File: src/rtl/nrdiv_pkg.sv
package nrdiv_pkg;

  // Quotient-sign update: old top bit, adder carry/borrow and divisor sign.
  function automatic logic nrdiv_q_sel(input logic pq, input logic cf, input logic m);
    return pq ^ cf ^ m;
  endfunction

  // Link bit reports agreement between new q and m.
  function automatic logic nrdiv_t_sel(input logic q, input logic m);
    return ~(q ^ m);
  endfunction

endpackage

File: src/rtl/nrdiv_step_core.sv
module nrdiv_step_core #(
  parameter int W = 32
) (
  input  logic [W-1:0] rem,
  input  logic [W-1:0] dvs,
  input  logic         q_in,
  input  logic         m_in,
  input  logic         t_in,
  output logic [W-1:0] rem_nxt,
  output logic         q_nxt,
  output logic         t_nxt,
  output logic         sub_sel,
  output logic         cf,
  output logic         pq
);
  import nrdiv_pkg::*;

  // W+1 bit add or subtract; top bit is carry-out or borrow.
  function automatic logic [W:0] addsub(input logic [W-1:0] a, input logic [W-1:0] b,
                                        input logic sub);
    logic [W:0] ax;
    logic [W:0] bx;
    ax = {1'b0, a};
    bx = {1'b0, b};
    return sub ? (ax - bx) : (ax + bx);
  endfunction

  logic [W-1:0] shifted;
  logic [W:0]   sum_ext;

  always_comb begin
    pq      = rem[W-1];
    shifted = {rem[W-2:0], t_in};
    sub_sel = (q_in == m_in);
    sum_ext = addsub(shifted, dvs, sub_sel);
    cf      = sum_ext[W];
    rem_nxt = sum_ext[W-1:0];
    q_nxt   = nrdiv_q_sel(pq, cf, m_in);
    t_nxt   = nrdiv_t_sel(q_nxt, m_in);
  end

endmodule

File: src/rtl/nrdiv_seq.sv
module nrdiv_seq #(
  parameter int CW = 6
) (
  input  logic          clk,
  input  logic          rst_n,
  input  logic          start,
  input  logic          step_en,
  input  logic [CW-1:0] count,
  output logic          busy,
  output logic          done,
  output logic          fire
);
  logic [CW-1:0] left;

  assign fire = busy & step_en & ~start;

  always_ff @(posedge clk or negedge rst_n) begin
    if (!rst_n) begin
      left <= '0;
      busy <= 1'b0;
      done <= 1'b0;
    end else if (start) begin
      left <= count;
      busy <= (count != '0);
      done <= (count == '0);
    end else if (fire) begin
      left <= left - CW'(1);
      if (left == CW'(1)) begin
        busy <= 1'b0;
        done <= 1'b1;
      end
    end
  end

endmodule

File: src/rtl/nrdiv_state.sv
module nrdiv_state #(
  parameter int W = 32
) (
  input  logic         clk,
  input  logic         rst_n,
  input  logic         load,
  input  logic         fire,
  input  logic         chain_in,
  input  logic [W-1:0] init_rem,
  input  logic [W-1:0] init_dq,
  input  logic [W-1:0] divisor,
  input  logic         init_q,
  input  logic         init_m,
  input  logic         init_t,
  input  logic [W-1:0] rem_nxt,
  input  logic         q_nxt,
  input  logic         t_nxt,
  output logic [W-1:0] rem,
  output logic [W-1:0] dq,
  output logic [W-1:0] dvs,
  output logic         q,
  output logic         m,
  output logic         t,
  output logic         chain,
  output logic         t_in
);
  assign t_in = chain ? dq[W-1] : t;

  always_ff @(posedge clk or negedge rst_n) begin
    if (!rst_n) begin
      rem   <= '0;
      dq    <= '0;
      dvs   <= '0;
      q     <= 1'b0;
      m     <= 1'b0;
      t     <= 1'b0;
      chain <= 1'b0;
    end else if (load) begin
      rem   <= init_rem;
      dq    <= init_dq;
      dvs   <= divisor;
      q     <= init_q;
      m     <= init_m;
      t     <= init_t;
      chain <= chain_in;
    end else if (fire) begin
      rem <= rem_nxt;
      q   <= q_nxt;
      t   <= t_nxt;
      if (chain) dq <= {dq[W-2:0], t_nxt};
    end
  end

endmodule

File: src/rtl/nrdiv_unit.sv
module nrdiv_unit #(
  parameter int W         = 32,
  parameter int MAX_STEPS = W,
  localparam int CW       = $clog2(MAX_STEPS + 1)
) (
  input  logic          clk,
  input  logic          rst_n,
  input  logic          start,
  input  logic          chain,
  input  logic          step_en,
  input  logic [CW-1:0] step_count,
  input  logic [W-1:0]  init_rem,
  input  logic [W-1:0]  init_dq,
  input  logic [W-1:0]  divisor,
  input  logic          init_q,
  input  logic          init_m,
  input  logic          init_t,
  output logic          busy,
  output logic          done,
  output logic [W-1:0]  rem_out,
  output logic [W-1:0]  dq_out,
  output logic          q_out,
  output logic          t_out
);
  logic          fire;
  logic [W-1:0]  rem_q, dq_q, dvs_q, rem_nxt;
  logic          q_q, m_q, t_q, chain_q, t_in;
  logic          q_nxt, t_nxt, sub_sel, cf, pq;

  nrdiv_seq #(.CW(CW)) u_seq (
    .clk(clk), .rst_n(rst_n), .start(start), .step_en(step_en),
    .count(step_count), .busy(busy), .done(done), .fire(fire)
  );

  nrdiv_state #(.W(W)) u_state (
    .clk(clk), .rst_n(rst_n), .load(start), .fire(fire), .chain_in(chain),
    .init_rem(init_rem), .init_dq(init_dq), .divisor(divisor),
    .init_q(init_q), .init_m(init_m), .init_t(init_t),
    .rem_nxt(rem_nxt), .q_nxt(q_nxt), .t_nxt(t_nxt),
    .rem(rem_q), .dq(dq_q), .dvs(dvs_q), .q(q_q), .m(m_q), .t(t_q),
    .chain(chain_q), .t_in(t_in)
  );

  nrdiv_step_core #(.W(W)) u_core (
    .rem(rem_q), .dvs(dvs_q), .q_in(q_q), .m_in(m_q), .t_in(t_in),
    .rem_nxt(rem_nxt), .q_nxt(q_nxt), .t_nxt(t_nxt),
    .sub_sel(sub_sel), .cf(cf), .pq(pq)
  );

  assign rem_out = rem_q;
  assign dq_out  = dq_q;
  assign q_out   = q_q;
  assign t_out   = t_q;

endmodule

File: config.mk
export PLATFORM = sky130hd
export DESIGN_NAME = nrdiv_unit
export DESIGN_NICKNAME = d
export VERILOG_FILES = /design/src/rtl/nrdiv_pkg.sv /design/src/rtl/nrdiv_step_core.sv /design/src/rtl/nrdiv_seq.sv /design/src/rtl/nrdiv_state.sv /design/src/rtl/nrdiv_unit.sv
export SDC_FILE = /design/constraint.sdc
export NUM_CORES = 1
export LEC_CHECK = 0
export ABC_AREA = 1
export ABC_CLOCK_PERIOD_IN_PS = 3400
export BUFFER_PORTS_ARGS = -buffer_cell sky130_fd_sc_hd__buf_2
export CORE_UTILIZATION = 56
export DETAILED_ROUTE_END_ITERATION = 10
export PLACE_DENSITY = 0.85
export SYNTH_ARGS = -nofsm -noshare
export SYNTH_HDL_FRONTEND = slang
export SYNTH_HIERARCHICAL = 1
export SYNTH_SLANG_ARGS = --single-unit
File: constraint.sdc
create_clock -name clk -period 3.4 [get_ports clk]
set_input_delay 0.68 -clock clk [delete_from_list [all_inputs] [get_ports clk]]
set_output_delay 0.68 -clock clk [all_outputs]
set_load 0.02 [all_outputs]
==> results.cfg, run 1 <==
[power]
p_sw_uw = 2440
switching_share_pct = 45.0
powerDensity_mw_per_mm2 = 564
p_leak_uw = 0.00527
clkPwrFrac_pct = 20.1
power_frac_comb_pct = 49.7
p_seq_share_pct = 30.2
irDropWorstVdd_mv = 0.307
power.total_uw = 5410
intPower_uw = 2980

[die]
initial_core_util_pct = 57.3
coreArea_mm2 = 0.0138
die_w_um = 121
dieArea_mm2 = 0.0146
rows = 43
die_h_um = 121
ios = 178

[global_route]
grt_pass1_wl_mm = 35.1
grt_overflow = 0
grt.total_usage_pct = 30.2
grt_pass1_vias = 7380
antenna_found_initial = 0
grt_start_max_net_pins = 68

[placed_design]
pre_cts_ws_ns = 0.0528
place_hpwl_mm = 16.4
post_dp_cell_area_mm2 = 0.00894
portBuffers = 177
gp_congestion = 0.925

[worst_setup_path]
r2r_cells = 21
worstPathRequired_ns = 3.70
worst_ep_arrival_time_ns = 3.68
crit_slowest_cell = dfrtp_1
cpPeakStageDelay_ns = 0.41
critical_path_class = register to register
worstSetupEndpointType = register
worst_setup_path_start_kind = register
rrSetupSlack_ns = 0.02
worstPathCellList = inv_2 > nand3_4 > nor3_4 > nand3_2 > o21ai_4 > xor2_1 > inv_1 > ha_1 > nand2_4 > inv_2 > a21oi_2 > nand2_2 > a21oi_4 > nand2_2 > nand2_2 > nand3_2 > nand2_2 > nand2_1 > nand2_1 > nand2_1 > nand2_1
path_max_fanout = 4

[cts]
cts-root-buf = clkbuf_16
worstSkewPairLatency_ns = 0.36
cts.reportedPaths.clkPinSlew_ns = 0.08
h-tree-depth = 3
cts_sinks = 108
cts_made_buffers = 9
clk_path_buf_depth = 2
cts_tree = yes

[route]
drt_iter0_markers = 584
ant_nets = 0
vias = 8163
wl_per_cell_um = 14.7
drcViolationCount = 0
viasPerCell = 5.38
drt_wl_total_mm = 22.4
dr.pass1.iters = 5

[sta]
final.setup.worst_slack_ns = 0.0185
period_needed_ns = 3.38
rsz0062_at_grt = true
worstMarginPinSlew_ns = 1.11
slew_headroom_pct = 26.0
final-setup-viol-count = 0
skew_ns = 0.00483
finalMaxSlewViolations = 0
finalHoldViolations = 0
timing.fmax_ghz = 0.296
finalCritPeriodShare_pct = 99.5

[final_layout]
diodes = 0
layout-drive-gt1-share_pct = 24.8
finalNetCount = 1478
finish.utilization_pct = 69.4
area_growth_pct = 21.1
final_area_mm2 = 0.00959

[yosys]
netlist_area_mm2 = 0.00793
postSynthCellCount = 1158
synth_area_per_cell_um2 = 6.84
yosysWarnings = 6
synth_nets = 1304

[min_path]
hold_class = primary input to async pin

[status]
status = completed

[flow_run]
maxCapViolCount = 0
final cells by class:
| type | instances | area [um^2] |
|---|---|---|
| multi-input combinational | 929 | 4950 |
| fill | 1199 | 4230 |
| sequential | 108 | 2710 |
| timing repair buffer | 197 | 1070 |
| inverter | 87 | 337 |
| clock buffer | 10 | 239 |
| tap | 180 | 225 |
| clock inverter | 6 | 66.3 |
through the flow:
step | TNS [ns] | hold slack [ns] | cells
CTS | 0 | 0.385 | 1506
floorplan | 0 | 0.384 | 1158
detailed placement | 0 | 0.471 | 1490
global route | -0.283 | 0.415 | 1517
finish | 0 | 0.361 | 1517
global placement | 0 | 0.458 | 1490
final timing paths:
| path | start | endpoint |
|---|---|---|
| max | u_state/dvs[0] | u_state/dq[0] |
| min | rst_n | u_state/rem[5] |
| max reg2reg | u_state/dvs[0] | u_state/dq[0] |
| min reg2reg | u_state/dvs[15] | u_state/dvs[15] |
| max in group asynchronous | rst_n | u_state/dvs[24] |
| min in group clk | u_state/dvs[15] | u_state/dvs[15] |
power by group through the flow:
stage / registers, uW / clock network [uW] / logic (uW)
floorplan: 1750 / 0 / 1700
global placement: 1640 / 0 / 2430
detailed placement: 1640 / 0 / 2470
CTS: 1620 / 1100 / 2470
global route: 1660 / 1160 / 2960
finish: 1630 / 1090 / 2690
critical path: cells and delay by family (launching register included):
| family | cells | cell delay, ns |
|---|---|---|
| buffers and inverters | 3 | 0.23 |
| adders and majority gates | 1 | 0.38 |
| AOI/OAI and AO/OA | 3 | 0.58 |
| DFF | 1 | 0.41 |
| xor gates and xnor gates | 1 | 0.18 |
| and+or+nand+nor | 13 | 1.55 |
state kept, by name, indices dropped and copies added (netlist names):
name           count
u_state/rem       32
u_state/t          1
u_state/m          1
u_state/q          1
u_state/dvs       32
u_seq/done         1
u_state/dq        32
u_seq/left         6
u_state/chain      1
u_seq/busy         1
layout by cell type, fill, tap and decap left out, types with 3 or more instances in the layout:
cell,n
a21o_1,4
a21oi_1,34
a21oi_2,6
a21oi_4,3
buf_2,175
buf_4,20
clkbuf_16,9
dfrtp_1,105
dfrtp_2,3
ha_1,27
ha_2,3
ha_4,5
inv_1,71
inv_2,14
inv_6,3
nand2_1,524
nand2_2,31
nand2_4,3
nand3_1,72
nand3_2,10
nand4_1,5
nor2_1,60
nor2_2,10
nor2_4,6
nor3_1,6
o211ai_1,3
o21ai_0,13
o21ai_1,8
o21ai_2,3
o21bai_1,6
xnor2_1,15
xor2_1,39
metal layers:
layer  part of all wire (%)  GRT usage [%]  up-vias
li1                       -              -     3998
met1                     43           40.0     3786
met2                     47           48.7      332
met3                    6.9           6.77       47
met4                    2.8           9.65        0
met5                      0              0        -
timing repair:
action,CTS,global route
hold buffers,0,0
buffers inserted,0,11
gates resized for setup,0,56
endpoints found under the setup margin,0,6
(Power assumes the default switching activity.)
==> inputs of run 2 (changes only) <==
ABC_CLOCK_PERIOD_IN_PS = 4300   (was 3400)
CORE_UTILIZATION = 40   (was 56)
PLACE_DENSITY = 0.65   (was 0.85)
clock period = 4.3 ns   (was 3.4 ns; I/O delays follow)
==> results.cfg, run 2 (synthesis results as in run 1) <==
[status]
status = completed

[die]
dieArea_mm2 = 0.0204
die_w_um = 143
initial_core_util_pct = 40.7
coreArea_mm2 = 0.0195
rows = 51
die_h_um = 143
ios = 178

[route]
drt_iter0_markers = 404
viasPerCell = 4.88
drcViolationCount = 0
dr.pass1.iters = 5
drt_wl_total_mm = 22.1
vias = 7773
wl_per_cell_um = 13.9
ant_nets = 0

[cts]
clk_path_buf_depth = 2
h-tree-depth = 3
cts_tree = yes
cts.reportedPaths.clkPinSlew_ns = 0.07
post_cts_buffers = 0
postCtsHoldBufs = 0
worstSkewPairLatency_ns = 0.36
cts_sinks = 108
ctsResizeCount = 0
cts_made_buffers = 9
cts-root-buf = clkbuf_16

[global_route]
grt_overflow = 0
met3_usage_pct = 5.16
grt.total_usage_pct = 22.7
antenna_found_initial = 5
grtUsageMet1_pct = 29.7
grt_pass1_wl_mm = 36.4
grt_start_max_net_pins = 68
grt_pass1_vias = 7432
grt-busiest-layer = met2
gr-usage-met2_pct = 37.5

[sta]
skew_ns = 0.0108
setup_tns_ns = 0
finalMaxSlewViolations = 0
worstMarginPinSlew_ns = 1.12
finalHoldViolations = 0
slew_headroom_pct = 25.5
finalCritPeriodShare_pct = 80.2
timing.fmax_ghz = 0.290
rsz0062_at_grt = false
final-setup-viol-count = 0
final.setup.worst_slack_ns = 0.851
period_needed_ns = 3.45

[worst_setup_path]
cpPeakStageDelay_ns = 0.41
path_max_fanout = 21
worstPathRequired_ns = 4.59
worstPathCellList = or2_1 > nand2_2 > inv_2 > o21ai_1 > nand2_2 > a21oi_2 > xor2_1 > ha_1 > nand2_4 > inv_2 > a21oi_2 > nand2_1 > a21oi_2 > nand2_2 > nand2_1 > nand3_2 > nand2_1 > nand2_1 > nand2_1 > nand2_1 > nand2_1
critical_path_buf_inv_count = 2
crit_top_cell = nand2_1
critical_path_class = register to register
crit_family = simple AND/OR/NAND/NOR gates
worstSetupEndpointType = register
worst_ep_arrival_time_ns = 3.74
worst_setup_path_start_kind = register
crit_slowest_cell = dfrtp_1

[final_layout]
fill_cells = 2062
area_growth_pct = 17.6
regArea_mm2 = 0.00270
final_common_cell = nand2_1
layout-drive-gt1-share_pct = 20.8
final_cell_mix = 536 x nand2_1, 175 x buf_2, 108 x dfrtp_1, 79 x nand3_1, 72 x inv_1
finalNetCount = 1464
finish.utilization_pct = 47.9
multi_input_area_mm2 = 0.00471
largestRegisters = u_state/dq: 32 flops, u_state/dvs: 32 flops, u_state/rem: 32 flops

[flow_run]
maxCapViolCount = 0

[power]
irDropWorstVdd_mv = 0.237
p_leak_uw = 0.00515
powerDensity_mw_per_mm2 = 442

[placed_design]
portBuffers = 177
gp_congestion = 0.932
place_hpwl_mm = 17.1
pre_cts_ws_ns = 0.897

[min_path]
hold_class = register to register
run 2: area by class of cell:
| cell class | instances | area share [%] |
|---|---|---|
| sequential | 108 | 29.0 |
| tap | 265 | 3.56 |
| clock buffer | 10 | 2.46 |
| timing repair buffer | 183 | 10.0 |
| inverter | 87 | 3.58 |
| clock inverter | 6 | 0.765 |
| antenna | 4 | 0.107 |
| multi-input combinational | 929 | 50.5 |
run 2: worst paths after layout:
check	start	to	slack, ns	cells after the start
max	u_state/m	u_state/dq[0]	0.85	21
min	u_state/dvs[2]	u_state/dvs[2]	0.49	2
max reg2reg	u_state/m	u_state/dq[0]	0.85	21
min reg2reg	u_state/dvs[2]	u_state/dvs[2]	0.49	2
max in group asynchronous	rst_n	u_state/dvs[31]	2.89	2
min in group asynchronous	rst_n	u_state/rem[4]	0.50	1
run 2: report_power, final:
group          switching, uW  internal (uW)
Sequential               140           1150
Clock                    405            459
Combinational           1270            700
Total                   1820           2300
run 2: through the flow:
step | hold WS [ns] | area (um^2) | cells | total power (uW)
after floorplan | 0.442 | 7930 | 1158 | 2730
after global placement | 0.459 | 9010 | 1572 | 3240
after detailed placement | 0.483 | 9010 | 1572 | 3260
after CTS | 0.502 | 9310 | 1588 | 4140
after global routing | 0.528 | 9310 | 1588 | 4440
final | 0.494 | 9320 | 1592 | 4120
run 2: tightest hold or removal path: cells and delay by family (launching register included):
kind	cells	cell delay, ns
flip-flops	1	0.36
AND/OR/NAND/NOR	2	0.11
run 2: routing by layer:
metal / share of wire [%] / wire, um / up-vias
li1: - / - / 3995
met1: 47 / 10500 / 3562
met2: 46 / 10100 / 189
met3: 5.7 / 1260 / 25
met4: 1.3 / 280 / 2
met5: 0.059 / 13 / -
